## config.mk

```make
export PLATFORM = sky130hd
export DESIGN_NAME = exc_entry_seq
export DESIGN_NICKNAME = d
export VERILOG_FILES = /design/src/rtl/exc_pkg.sv /design/src/rtl/exc_arbiter.sv /design/src/rtl/exc_ctrl.sv /design/src/rtl/exc_port.sv /design/src/rtl/exc_entry_seq.sv
export SDC_FILE = /design/constraint.sdc
export NUM_CORES = 1
export LEC_CHECK = 0
export BUFFER_PORTS_ARGS = -buffer_cell sky130_fd_sc_hd__buf_4
export CORE_MARGIN = 5
export CORE_UTILIZATION = 30
export DETAILED_ROUTE_END_ITERATION = 12
export HOLD_SLACK_MARGIN = 0.02
export PLACE_DENSITY = 0.57
export SLEW_MARGIN = 15
export SYNTH_ARGS = -nofsm -noshare
export SYNTH_HDL_FRONTEND = slang
export SYNTH_SLANG_ARGS = --single-unit
```

## constraint.sdc

```tcl
create_clock -name clk -period 2.1 [get_ports clk]
set_input_delay 0.105 -clock clk [delete_from_list [all_inputs] [get_ports clk]]
set_output_delay 0.105 -clock clk [all_outputs]
set_load 0.02 [all_outputs]
```

## src/rtl/exc_pkg.sv

```systemverilog
`timescale 1ns/1ps
package exc_pkg;
   localparam int WORD_W = 32;
   localparam int CCR_W  = 8;
   localparam int PCX_W  = WORD_W - CCR_W;

   typedef enum logic [1:0] {
      K_NONE  = 2'd0,
      K_RESET = 2'd1,
      K_IRQ   = 2'd2,
      K_TRAP  = 2'd3
   } exc_kind_t;

   typedef enum logic [2:0] {
      S_RST   = 3'd0,
      S_IDLE  = 3'd1,
      S_PUSH1 = 3'd2,
      S_PUSH2 = 3'd3,
      S_VEC   = 3'd4,
      S_LOAD  = 3'd5
   } exc_state_t;
endpackage

```

## src/rtl/exc_arbiter.sv

```systemverilog
`timescale 1ns/1ps
// Boundary decision: which entry, if any, starts at the next edge.
module exc_arbiter (
   input  logic in_idle,
   input  logic in_done,
   input  logic done_is_reset,
   input  logic insn_end,
   input  logic insn_inhibit,
   input  logic irq_req,
   input  logic mask_eff,
   input  logic trap_exec,
   input  logic trap_pend,
   output logic take_irq,
   output logic take_trap,
   output logic set_pend,
   output logic clr_pend
);
   logic irq_window;
   logic trap_ready;

   always_comb begin
      // instruction boundary, unless it rewrote the condition bits
      irq_window = (in_idle && insn_end && !insn_inhibit) ||
                   (in_done && !done_is_reset);
      take_irq   = irq_window && irq_req && !mask_eff;
      trap_ready = (in_idle && trap_exec) || (in_done && trap_pend);
      take_trap  = trap_ready && !take_irq;
      set_pend   = trap_ready && take_irq;
      clr_pend   = take_trap;
   end
endmodule

```

## src/rtl/exc_ctrl.sv

```systemverilog
`timescale 1ns/1ps
// Sequence state and the values captured at entry.
module exc_ctrl #(
   parameter int PC_W   = 24,
   parameter int ADDR_W = 24,
   parameter int VEC_W  = 6
) (
   input  logic                     clk,
   input  logic                     rst_n,
   input  logic                     take_irq,
   input  logic                     take_trap,
   input  logic                     set_pend,
   input  logic                     clr_pend,
   input  logic                     trap_exec,
   input  logic [VEC_W-1:0]         irq_vec,
   input  logic [VEC_W-1:0]         trap_vec,
   input  logic [PC_W-1:0]          pc_src,
   input  logic [exc_pkg::CCR_W-1:0] ccr_src,
   input  logic [ADDR_W-1:0]        sp_cur,
   output exc_pkg::exc_state_t      state_o,
   output exc_pkg::exc_kind_t       kind_o,
   output logic [VEC_W-1:0]         vec_o,
   output logic [PC_W-1:0]          pc_o,
   output logic [exc_pkg::CCR_W-1:0] ccr_o,
   output logic [ADDR_W-1:0]        sp_o,
   output logic                     pend_o
);
   import exc_pkg::*;

   localparam logic [ADDR_W-1:0] SLOT = ADDR_W'(4);

   exc_state_t state;
   exc_kind_t  kind;
   logic [VEC_W-1:0]  vec_q;
   logic [VEC_W-1:0]  tvec_q;
   logic [PC_W-1:0]   pc_q;
   logic [CCR_W-1:0]  ccr_q;
   logic [ADDR_W-1:0] sp_q;
   logic              pend_q;
   logic [VEC_W-1:0]  trap_pick;

   // a trap taken straight from idle uses the live vector, a deferred one the held copy
   assign trap_pick = (state == S_IDLE) ? trap_vec : tvec_q;

   always_ff @(posedge clk or negedge rst_n) begin
      if (!rst_n) begin
         state  <= S_RST;
         kind   <= K_RESET;
         vec_q  <= '0;
         tvec_q <= '0;
         pc_q   <= '0;
         ccr_q  <= '0;
         sp_q   <= '0;
         pend_q <= 1'b0;
      end else begin
         case (state)
            S_RST:   state <= S_VEC;
            S_PUSH1: begin
               state <= S_PUSH2;
               sp_q  <= sp_q - SLOT;
            end
            S_PUSH2: state <= S_VEC;
            S_VEC:   state <= S_LOAD;
            default: state <= S_IDLE;
         endcase
         if (take_irq) begin
            state <= S_PUSH1;
            kind  <= K_IRQ;
            vec_q <= irq_vec;
            pc_q  <= pc_src;
            ccr_q <= ccr_src;
            sp_q  <= sp_cur - SLOT;
         end else if (take_trap) begin
            state <= S_PUSH1;
            kind  <= K_TRAP;
            vec_q <= trap_pick;
            pc_q  <= pc_src;
            ccr_q <= ccr_src;
            sp_q  <= sp_cur - SLOT;
         end
         if (state == S_IDLE && trap_exec) tvec_q <= trap_vec;
         if (set_pend)      pend_q <= 1'b1;
         else if (clr_pend) pend_q <= 1'b0;
      end
   end

   // a held trap only exists while an interrupt entry runs
   assert_pend_only_irq_R7: assert property (@(posedge clk) disable iff (!rst_n)
      (pend_q && state != S_IDLE) |-> (kind == K_IRQ));

   assign state_o = state;
   assign kind_o  = kind;
   assign vec_o   = vec_q;
   assign pc_o    = pc_q;
   assign ccr_o   = ccr_q;
   assign sp_o    = sp_q;
   assign pend_o  = pend_q;
endmodule

```

## src/rtl/exc_port.sv

```systemverilog
`timescale 1ns/1ps
// Drives the memory port and register strobes from the sequence state.
module exc_port #(
   parameter int PC_W     = 24,
   parameter int ADDR_W   = 24,
   parameter int VEC_W    = 6,
   parameter int MASK_BIT = 7
) (
   input  exc_pkg::exc_state_t        state,
   input  logic                       loads_mask,
   input  logic [VEC_W-1:0]           vec_q,
   input  logic [PC_W-1:0]            pc_q,
   input  logic [exc_pkg::CCR_W-1:0]  ccr_q,
   input  logic [ADDR_W-1:0]          sp_q,
   input  logic [exc_pkg::WORD_W-1:0] mem_rdata,
   output logic                       mem_req,
   output logic                       mem_we,
   output logic [ADDR_W-1:0]          mem_addr,
   output logic [exc_pkg::WORD_W-1:0] mem_wdata,
   output logic                       sp_we,
   output logic [ADDR_W-1:0]          sp_new,
   output logic                       pc_we,
   output logic [PC_W-1:0]            pc_new,
   output logic                       ccr_we,
   output logic [exc_pkg::CCR_W-1:0]  ccr_new,
   output logic                       busy,
   output logic                       done
);
   import exc_pkg::*;

   localparam logic [CCR_W-1:0] MASK_ONE = CCR_W'(1) << MASK_BIT;

   logic [PCX_W-1:0]  pc_ext;
   logic [ADDR_W-1:0] vec_addr;
   logic              unused_rdata_hi;

   assign pc_ext          = PCX_W'(pc_q);
   assign vec_addr        = ADDR_W'({vec_q, 2'b00});
   assign unused_rdata_hi = ^mem_rdata[WORD_W-1:PC_W];

   always_comb begin
      mem_req   = (state == S_PUSH1) || (state == S_PUSH2) || (state == S_VEC);
      mem_we    = (state == S_PUSH1) || (state == S_PUSH2);
      mem_addr  = (state == S_VEC) ? vec_addr : sp_q;
      mem_wdata = (state == S_PUSH1) ? WORD_W'(pc_q) : {ccr_q, pc_ext};
      sp_we     = (state == S_PUSH2);
      sp_new    = sp_q;
      pc_we     = (state == S_LOAD);
      pc_new    = mem_rdata[PC_W-1:0];
      ccr_we    = (state == S_LOAD) && loads_mask;
      ccr_new   = ccr_q | MASK_ONE;
      busy      = (state != S_IDLE);
      done      = (state == S_LOAD);
   end
endmodule

```

## src/rtl/exc_entry_seq.sv

```systemverilog
`timescale 1ns/1ps
module exc_entry_seq #(
   parameter int PC_W       = 24,
   parameter int ADDR_W     = 24,
   parameter int VEC_W      = 6,
   parameter int MASK_BIT   = 7,
   parameter int TRAP_MASKS = 0
) (
   input  logic              clk,
   input  logic              rst_n,
   input  logic              insn_end,
   input  logic              insn_inhibit,
   input  logic              irq_req,
   input  logic [VEC_W-1:0]  irq_vec,
   input  logic              trap_exec,
   input  logic [VEC_W-1:0]  trap_vec,
   input  logic [PC_W-1:0]   pc_cur,
   input  logic [7:0]        ccr_cur,
   input  logic [ADDR_W-1:0] sp_cur,
   output logic              mem_req,
   output logic              mem_we,
   output logic [ADDR_W-1:0] mem_addr,
   output logic [31:0]       mem_wdata,
   input  logic [31:0]       mem_rdata,
   output logic              sp_we,
   output logic [ADDR_W-1:0] sp_new,
   output logic              pc_we,
   output logic [PC_W-1:0]   pc_new,
   output logic              ccr_we,
   output logic [7:0]        ccr_new,
   output logic              busy,
   output logic              done,
   output logic [1:0]        exc_kind
);
   import exc_pkg::*;

   if (PC_W < 2 || PC_W > PCX_W) begin : g_bad_pc
      $error("PC_W must lie in 2..%0d", PCX_W);
   end
   if (ADDR_W < VEC_W + 2) begin : g_bad_addr
      $error("ADDR_W too narrow for the vector table");
   end
   if (MASK_BIT < 0 || MASK_BIT >= CCR_W) begin : g_bad_mask
      $error("MASK_BIT outside the condition register");
   end
   if (TRAP_MASKS != 0 && TRAP_MASKS != 1) begin : g_bad_trap
      $error("TRAP_MASKS must be 0 or 1");
   end

   exc_state_t        state;
   exc_kind_t         kind;
   logic [VEC_W-1:0]  vec_q;
   logic [PC_W-1:0]   pc_q;
   logic [CCR_W-1:0]  ccr_q;
   logic [ADDR_W-1:0] sp_q;
   logic              trap_pend;
   logic              loads_mask;
   logic              in_idle, in_done, mask_eff;
   logic [CCR_W-1:0]  ccr_load;
   logic [PC_W-1:0]   pc_src;
   logic [CCR_W-1:0]  ccr_src;
   logic              take_irq, take_trap, set_pend, clr_pend;

   if (TRAP_MASKS != 0) begin : g_trap_masks
      assign loads_mask = (kind == K_IRQ) || (kind == K_TRAP);
   end else begin : g_trap_keeps
      assign loads_mask = (kind == K_IRQ);
   end

   assign in_idle  = (state == S_IDLE);
   assign in_done  = (state == S_LOAD);
   // on a done boundary the bits being loaded are the ones that count
   assign ccr_load = loads_mask ? ccr_new : ccr_cur;
   assign mask_eff = in_done ? ccr_load[MASK_BIT] : ccr_cur[MASK_BIT];
   assign pc_src   = in_done ? mem_rdata[PC_W-1:0] : pc_cur;
   assign ccr_src  = in_done ? ccr_load : ccr_cur;
   assign exc_kind = kind;

   exc_arbiter u_arb (
      .in_idle      (in_idle),
      .in_done      (in_done),
      .done_is_reset(kind == K_RESET),
      .insn_end     (insn_end),
      .insn_inhibit (insn_inhibit),
      .irq_req      (irq_req),
      .mask_eff     (mask_eff),
      .trap_exec    (trap_exec),
      .trap_pend    (trap_pend),
      .take_irq     (take_irq),
      .take_trap    (take_trap),
      .set_pend     (set_pend),
      .clr_pend     (clr_pend)
   );

   exc_ctrl #(.PC_W(PC_W), .ADDR_W(ADDR_W), .VEC_W(VEC_W)) u_ctrl (
      .clk      (clk),
      .rst_n    (rst_n),
      .take_irq (take_irq),
      .take_trap(take_trap),
      .set_pend (set_pend),
      .clr_pend (clr_pend),
      .trap_exec(trap_exec),
      .irq_vec  (irq_vec),
      .trap_vec (trap_vec),
      .pc_src   (pc_src),
      .ccr_src  (ccr_src),
      .sp_cur   (sp_cur),
      .state_o  (state),
      .kind_o   (kind),
      .vec_o    (vec_q),
      .pc_o     (pc_q),
      .ccr_o    (ccr_q),
      .sp_o     (sp_q),
      .pend_o   (trap_pend)
   );

   exc_port #(.PC_W(PC_W), .ADDR_W(ADDR_W), .VEC_W(VEC_W), .MASK_BIT(MASK_BIT)) u_port (
      .state     (state),
      .loads_mask(loads_mask),
      .vec_q     (vec_q),
      .pc_q      (pc_q),
      .ccr_q     (ccr_q),
      .sp_q      (sp_q),
      .mem_rdata (mem_rdata),
      .mem_req   (mem_req),
      .mem_we    (mem_we),
      .mem_addr  (mem_addr),
      .mem_wdata (mem_wdata),
      .sp_we     (sp_we),
      .sp_new    (sp_new),
      .pc_we     (pc_we),
      .pc_new    (pc_new),
      .ccr_we    (ccr_we),
      .ccr_new   (ccr_new),
      .busy      (busy),
      .done      (done)
   );

   assert_inhibit_blocks_R4: assert property (@(posedge clk) disable iff (!rst_n)
      (in_idle && insn_end && insn_inhibit && !trap_exec && !trap_pend) |=> !busy);

   assert_no_irq_after_reset_R5: assert property (@(posedge clk) disable iff (!rst_n)
      (done && exc_kind == 2'd1) |=> !busy);

   assert_trap_taken_R6: assert property (@(posedge clk) disable iff (!rst_n)
      (in_idle && trap_exec) |=> (busy && mem_we));

   assert_push_step_R8: assert property (@(posedge clk) disable iff (!rst_n)
      (mem_req && mem_we && !sp_we) |=> (mem_we && sp_we && mem_addr == $past(mem_addr) - ADDR_W'(4)));

   assert_vec_then_load_R9: assert property (@(posedge clk) disable iff (!rst_n)
      (mem_req && !mem_we) |=> (pc_we && done));

   assert_mask_set_R10: assert property (@(posedge clk) disable iff (!rst_n)
      ccr_we |-> ccr_new[MASK_BIT]);

   assert_busy_hold_R12: assert property (@(posedge clk) disable iff (!rst_n)
      (busy && !done) |=> busy);

   assert_done_pulse_R12: assert property (@(posedge clk) disable iff (!rst_n)
      done |=> !done);
endmodule

```

==> results of run 1 <==
-- synthesized netlist by cell type (all sizes together), types with 2 or more instances --
library cell  number
or3                3
nor4              12
a21oi              7
nor3              14
and2               9
nor2b             20
nand4b             4
xor2              12
mux2              26
nand4              3
nor2              21
mux2i             41
inv                6
clkbuf            10
and3               2
nand2b             3
nor3b              3
nand3              4
ha                 2
xnor2             28
a31oi              2
or4                2
buf               41
and3b              2
or3b               2
dfrtp             73
o21ai             39
o21a               2
nand2             44
-- layout by cell type, fill, tap and decap left out, drive strengths merged, types with 3 or more instances in the layout --
cell type / n
xnor2: 28
and2: 9
dlygate4sd3: 22
mux2i: 41
nor4: 12
nand2: 44
mux2: 26
clkbuf: 10
nand3: 4
nor3b: 3
nor3: 14
nand4b: 4
nand4: 3
a21oi: 7
dfrtp: 73
buf: 242
inv: 6
o21ai: 39
or3: 3
nand2b: 3
nor2b: 20
nor2: 21
xor2: 12
-- layer usage --
layer / GRT usage [%] / wire length, µm / up-vias
met5: 0 / 0 / -
met4: 4.129 / 225 / 0
met3: 5.573 / 1027 / 15
met2: 26.17 / 6874 / 147
met1: 17.80 / 5427 / 1893
li1: - / - / 1969
-- what timing repair did --
item                                    4_1_cts  5_1_grt
hold endpoints to repair                     58        0
gates resized for setup                       0        4
endpoints found under the setup margin        0       26
buffers inserted                              0        2
hold buffers                                 22        0
-- logic make-up after synthesis --
group	after synthesis	synth area share [%]
adders and majority gates	2	0.5587
xor gates and xnor gates	40	7.824
DFF	74	41.38
and+or+nand+nor	152	18.69
muxes	67	15.87
buffers and inverters	57	7.991
other	1	0.08374
AOI/OAI and AO/OA	56	7.600
-- power by group --
group | internal (mW) | switching, mW | total [mW]
sequential | 2.14 | 0.612 | 2.76
clock | 0.941 | 0.603 | 1.54
combinational | 2.86 | 3.20 | 6.06
total | 5.95 | 4.42 | 10.4
-- registers in the layout, indices dropped and copies added, names as in the netlist --
signal / cells
u_ctrl.pc_o: 24
u_ctrl.vec_o: 6
u_ctrl.kind_o: 2
u_ctrl.pend_o: 1
u_ctrl.ccr_o: 8
u_ctrl.state_o: 3
u_ctrl.sp_o: 24
u_ctrl.tvec_q: 6
-- metrics by stage --
step           util, %  instance area [µm²]  cells  hold WS, ns  power (mW)
2_1_floorplan        -                 4478    449      -0.1906       6.330
3_3_place_gp     42.77                 6240    823       0.1298       8.786
3_5_place_dp     42.77                 6240    823       0.1384       8.863
4_1_cts          46.29                 6754    860      0.03515       10.49
5_1_grt          46.44                 6775    861      0.04734       11.07
6_report         46.44                 6775    861      0.05057       10.36
-- critical path: stages (launching register included) --
cell and delay, ns:
dfrtp_1 0.42, buf_4 0.16, nor3b_4 0.28, buf_4 0.19
mux2_2 0.33, buf_4 0.16
-- worst paths after layout --
check,endpoint,slack (ns),cells past startpoint
max,mem_addr[6],0.12,5
min,u_ctrl.pc_o[18]$_DFFE_PN0P_,0.05,3
max reg2reg,u_ctrl.ccr_o[3]$_DFFE_PN0P_,0.14,5
min reg2reg,u_ctrl.pc_o[4]$_DFFE_PN0P_,0.48,2
max in group asynchronous,u_ctrl.kind_o[0]$_DFFE_PN1P_,1.15,3
min in group asynchronous,u_ctrl.sp_o[13]$_DFFE_PN0P_,0.29,2
-- area by class of cell --
class                      instances  area, µm²
clock inverter                     5      55.05
multi-input combinational        318       2283
fill                            1380       7814
clock buffer                      10      239.0
tap                              184      230.2
inverter                           6      22.52
sequential                        74       1854
timing repair buffer             264       2091
==> impl_metrics.ini, run 1 <==
[worst_setup_path]
worstPathRequired_ns = 2.00
setup.worst_path.class = reg2out
arrival_ns = 1.87
crit_start = u_ctrl.state_o[2]$_DFF_PN0_
cp_max_fo = 5
r2r-start = u_ctrl.state_o[2]$_DFF_PN0_
endpoint_kind = output pin
critPathLaunchType = flop

[worst_hold_path]
hp-start = pc_cur[18]
hp-class = in2reg

[sta]
layout_setup_ws_ns = 0.1204
finalMaxSlewViolations = 0
maxSlewHeadroom_pct = 63.28
tightest_slew_ns = 0.5509
finalHoldViolCount = 0
period_share_pct = 94.27
setup_tns_ns = 0
min_period_ns = 1.980
setup-violations-final = 0
fmax_mhz = 505.2
rsz0062_at_grt = false
clock-skew-final_ns = 0.006860

[global_route]
grt_max_degree = 40
first_global_vias = 4211
grt_usage_pct = 15.18
grt_pass1_wl_um = 21780
gr-total-overflow = 0
antenna_found_initial = 0

[placed_design]
gp_congestion = 0.8446
port_buffers = 217
place_hpwl_um = 10820
post-place-ws_ns = 0.07887

[die]
die_h_um = 132.2
dieArea_um2 = 17470
num_rows = 44
initial_utilization_pct = 30.69
core_um2 = 14590
io_pins = 227
die_w_um = 132.2

[routing]
avgRoutedWirePerCell_um = 15.74
drt-pass1-iter-count = 4
drc = 0
antenna_left = 0
vias_per_cell = 4.674
num_vias = 4024
wl_um = 13560
drt_iter0_drc = 176

[cts]
cts.htree.levels = 3
cts_buffer_depth = 2
path_clk_slew_ns = 0.06
cts_root_buf = clkbuf_16
clk_latency_ns = 0.34
cts.sinks = 74
cts_tree = done
cts_buffers = 9

[logic_synthesis]
synth_area_um2 = 4478
synthFlopType = dfrtp_1
synth_cell_types = 54
yosysTopAreaCell = dfrtp_1
seq_area_frac_synth_pct = 41.38
syn_inst = 449
synthTopCellsByArea = dfrtp_1 (41%), mux2i_1 (9.2%), mux2_2 (6.0%)
syn_area_per_cell_um2 = 9.973
syn_nets = 557
ys_warn_count = 0
synth_top_area_share_pct = 40.79
synth_edf_count = 0
ys_ff_latch = 74
async_reset_ff_share_pct = 100.0

[status]
outcome = complete, no violations

[final_layout]
area_growth_pct = 51.30
drive_gt1_share_pct = 44.02
nets = 781
num_antenna_cells = 0

[power]
p_per_area_nw_per_um2 = 1530
p_leak_nw = 3.139
irDropWorstVdd_mv = 0.9627

[flow_run]
maxCapViolCount = 0
(Power assumes the default switching activity.)
==> run 2: changes to the inputs <==
- MAX_ROUTING_LAYER: not set -> met4
==> run 2 against run 1 <==
Worst hold slack gained 0.0042 ns. Sequential power is essentially flat. Fmax shrank 2.6%. Worst setup slack lost 0.052 ns. First-iteration DRC count shrank 8.0%. Via count shrank 1.2%. Non-clock buffer count shrank 2. Highest routed layer unchanged. Wire length grew 0.48%. Utilization shrank 0.28 points.
==> impl_metrics.ini, run 2 (synthesis gave the netlist of run 1 again) <==
[routing]
vias_per_cell = 4.621
num_vias = 3974
antenna_left = 0
drt-pass1-iter-count = 4
avgRoutedWirePerCell_um = 15.84
drt_iter0_drc = 162
drc = 0
wl_um = 13620

[worst_hold_path]
hold_path_end = u_ctrl.pc_o[5]$_DFFE_PN0P_
holdPathStages = 3
hp-start = pc_cur[5]
hp-class = in2reg

[worst_setup_path]
setup.worst_path.class = reg2out
ff2ff_path_depth = 5
r2r-end = u_ctrl.ccr_o[6]$_DFFE_PN0P_
worstPathRequired_ns = 2.00
endpoint_kind = output pin
rrSetupSlack_ns = 0.14
critPathLaunchType = flop
cp_max_fo = 10
r2r-start = u_ctrl.state_o[2]$_DFF_PN0_
arrival_ns = 1.93

[sta]
period_share_pct = 96.76
setup_tns_ns = 0
min_period_ns = 2.032
clock-skew-final_ns = 0.008022
tightest_slew_ns = 0.5184
rsz0062_at_grt = false
finalMaxSlewViolations = 0
maxSlewHeadroom_pct = 65.44
setup-violations-final = 0
finalHoldViolCount = 0
fmax_mhz = 492.2

[die]
die_h_um = 132.2
die_w_um = 132.2
num_rows = 44
initial_utilization_pct = 30.69
io_pins = 227
core_um2 = 14590
dieArea_um2 = 17470

[power]
p_leak_nw = 3.126
p_total_mw = 10.29
irDropWorstVdd_mv = 0.6903
p_per_area_nw_per_um2 = 1528

[global_route]
grt_pass1_wl_um = 22050
antenna_found_initial = 0
grt_max_degree = 40
first_global_vias = 4235
gr-total-overflow = 0
grt_usage_pct = 15.92

[final_layout]
drive_gt1_share_pct = 43.20
area_growth_pct = 50.38
layout.cells.most_common_list = buf_4 (236), dfrtp_1 (73), nand2_1 (44), mux2i_1 (41), o21ai_0 (38)
nets = 779
num_antenna_cells = 0
mostFrequentLayoutCell = buf_4

[cts]
cts_root_buf = clkbuf_16
cts.htree.levels = 3
cts.sinks = 74
cts_setup_buffers = 0
cts_buffers = 9
cts_tree = done
clk_latency_ns = 0.33
path_clk_slew_ns = 0.06
cts_buffer_depth = 2

[flow_run]
maxCapViolCount = 0

[placed_design]
port_buffers = 217
gp_congestion = 0.8821
place_hpwl_um = 10890

[status]
outcome = complete, no violations
## run 2: cell types whose count changed in the layout (fill, tap and decap cells not counted)
| cell | change |
|---|---|
| or3b_2 | +1 |
| clkbuf_1 | +3 |
| dfrtp_1 | +1 |
| nor4_2 | -1 |
| or3b_4 | -1 |
| dfrtp_2 | -1 |
| buf_12 | -1 |
| clkinvlp_4 | -2 |
| buf_4 | -1 |
| nor4_1 | +1 |
## run 2: layout make-up
| cell class | instances | area (µm²) |
|---|---|---|
| multi-input combinational | 318 | 2275 |
| clock inverter | 3 | 40.04 |
| timing repair buffer | 262 | 2063 |
| fill | 1381 | 7855 |
| clock buffer | 13 | 250.2 |
| sequential | 74 | 1853 |
| inverter | 6 | 22.52 |
| tap | 184 | 230.2 |
## run 2: layer usage
layer	GRT usage, %	vias up	part of all wire (%)
met5	-	-	0
met2	27.20	131	51
met4	4.808	0	1.4
met1	19.03	1860	42
li1	-	1969	-
met3	3.092	14	5.3
## run 2: critical path, cell delays in order (launching register included)
cell and delay (ns):
dfrtp_1 0.41, buf_4 0.17, or3b_2 0.51, buf_6 0.17, and2_1 0.17, buf_4 0.16
## run 2: worst max path at each step
| stage | start | endpoint | cells after the start |
|---|---|---|---|
| floorplan | u_ctrl.state_o[1]$_DFF_PN0_ | u_ctrl.ccr_o[0]$_DFFE_PN0P_ | 7 |
| detailed placement | sp_cur[2] | u_ctrl.sp_o[20]$_DFFE_PN0P_ | 8 |
| finish | u_ctrl.state_o[2]$_DFF_PN0_ | mem_wdata[31] | 5 |
| CTS | u_ctrl.state_o[2]$_DFF_PN0_ | mem_wdata[31] | 5 |
| global placement | sp_cur[2] | u_ctrl.sp_o[18]$_DFFE_PN0P_ | 8 |
| global route | u_ctrl.state_o[2]$_DFF_PN0_ | mem_wdata[25] | 5 |
## run 2: per-stage QoR
| stage | area, µm² | instances | utilization [%] | hold WS, ns | worst slack (ns) |
|---|---|---|---|---|---|
| 3_3_place_gp | 6220 | 822 | 42.63 | 0.1110 | 0.1304 |
| 2_1_floorplan | 4478 | 449 | - | -0.1906 | 0.06632 |
| 4_1_cts | 6730 | 860 | 46.13 | 0.04881 | 0.03195 |
| 5_1_grt | 6734 | 860 | 46.16 | 0.06272 | 0.007449 |
| 6_report | 6734 | 860 | 46.16 | 0.05475 | 0.06811 |
| 3_5_place_dp | 6220 | 822 | 42.63 | 0.1147 | 0.05967 |
## run 2: repair_timing
item	4_1_cts	5_1_grt
gates resized for setup	0	1
endpoints found under the setup margin	0	8
hold buffers	22	0
hold endpoints to repair	56	0
## run 2: where the power goes
part           internal, mW  total, mW  switching, mW  leakage, nW
Sequential             2.14       2.77          0.631        0.883
Combinational          2.81       5.97           3.17         2.10
Clock                 0.950       1.54          0.590        0.144
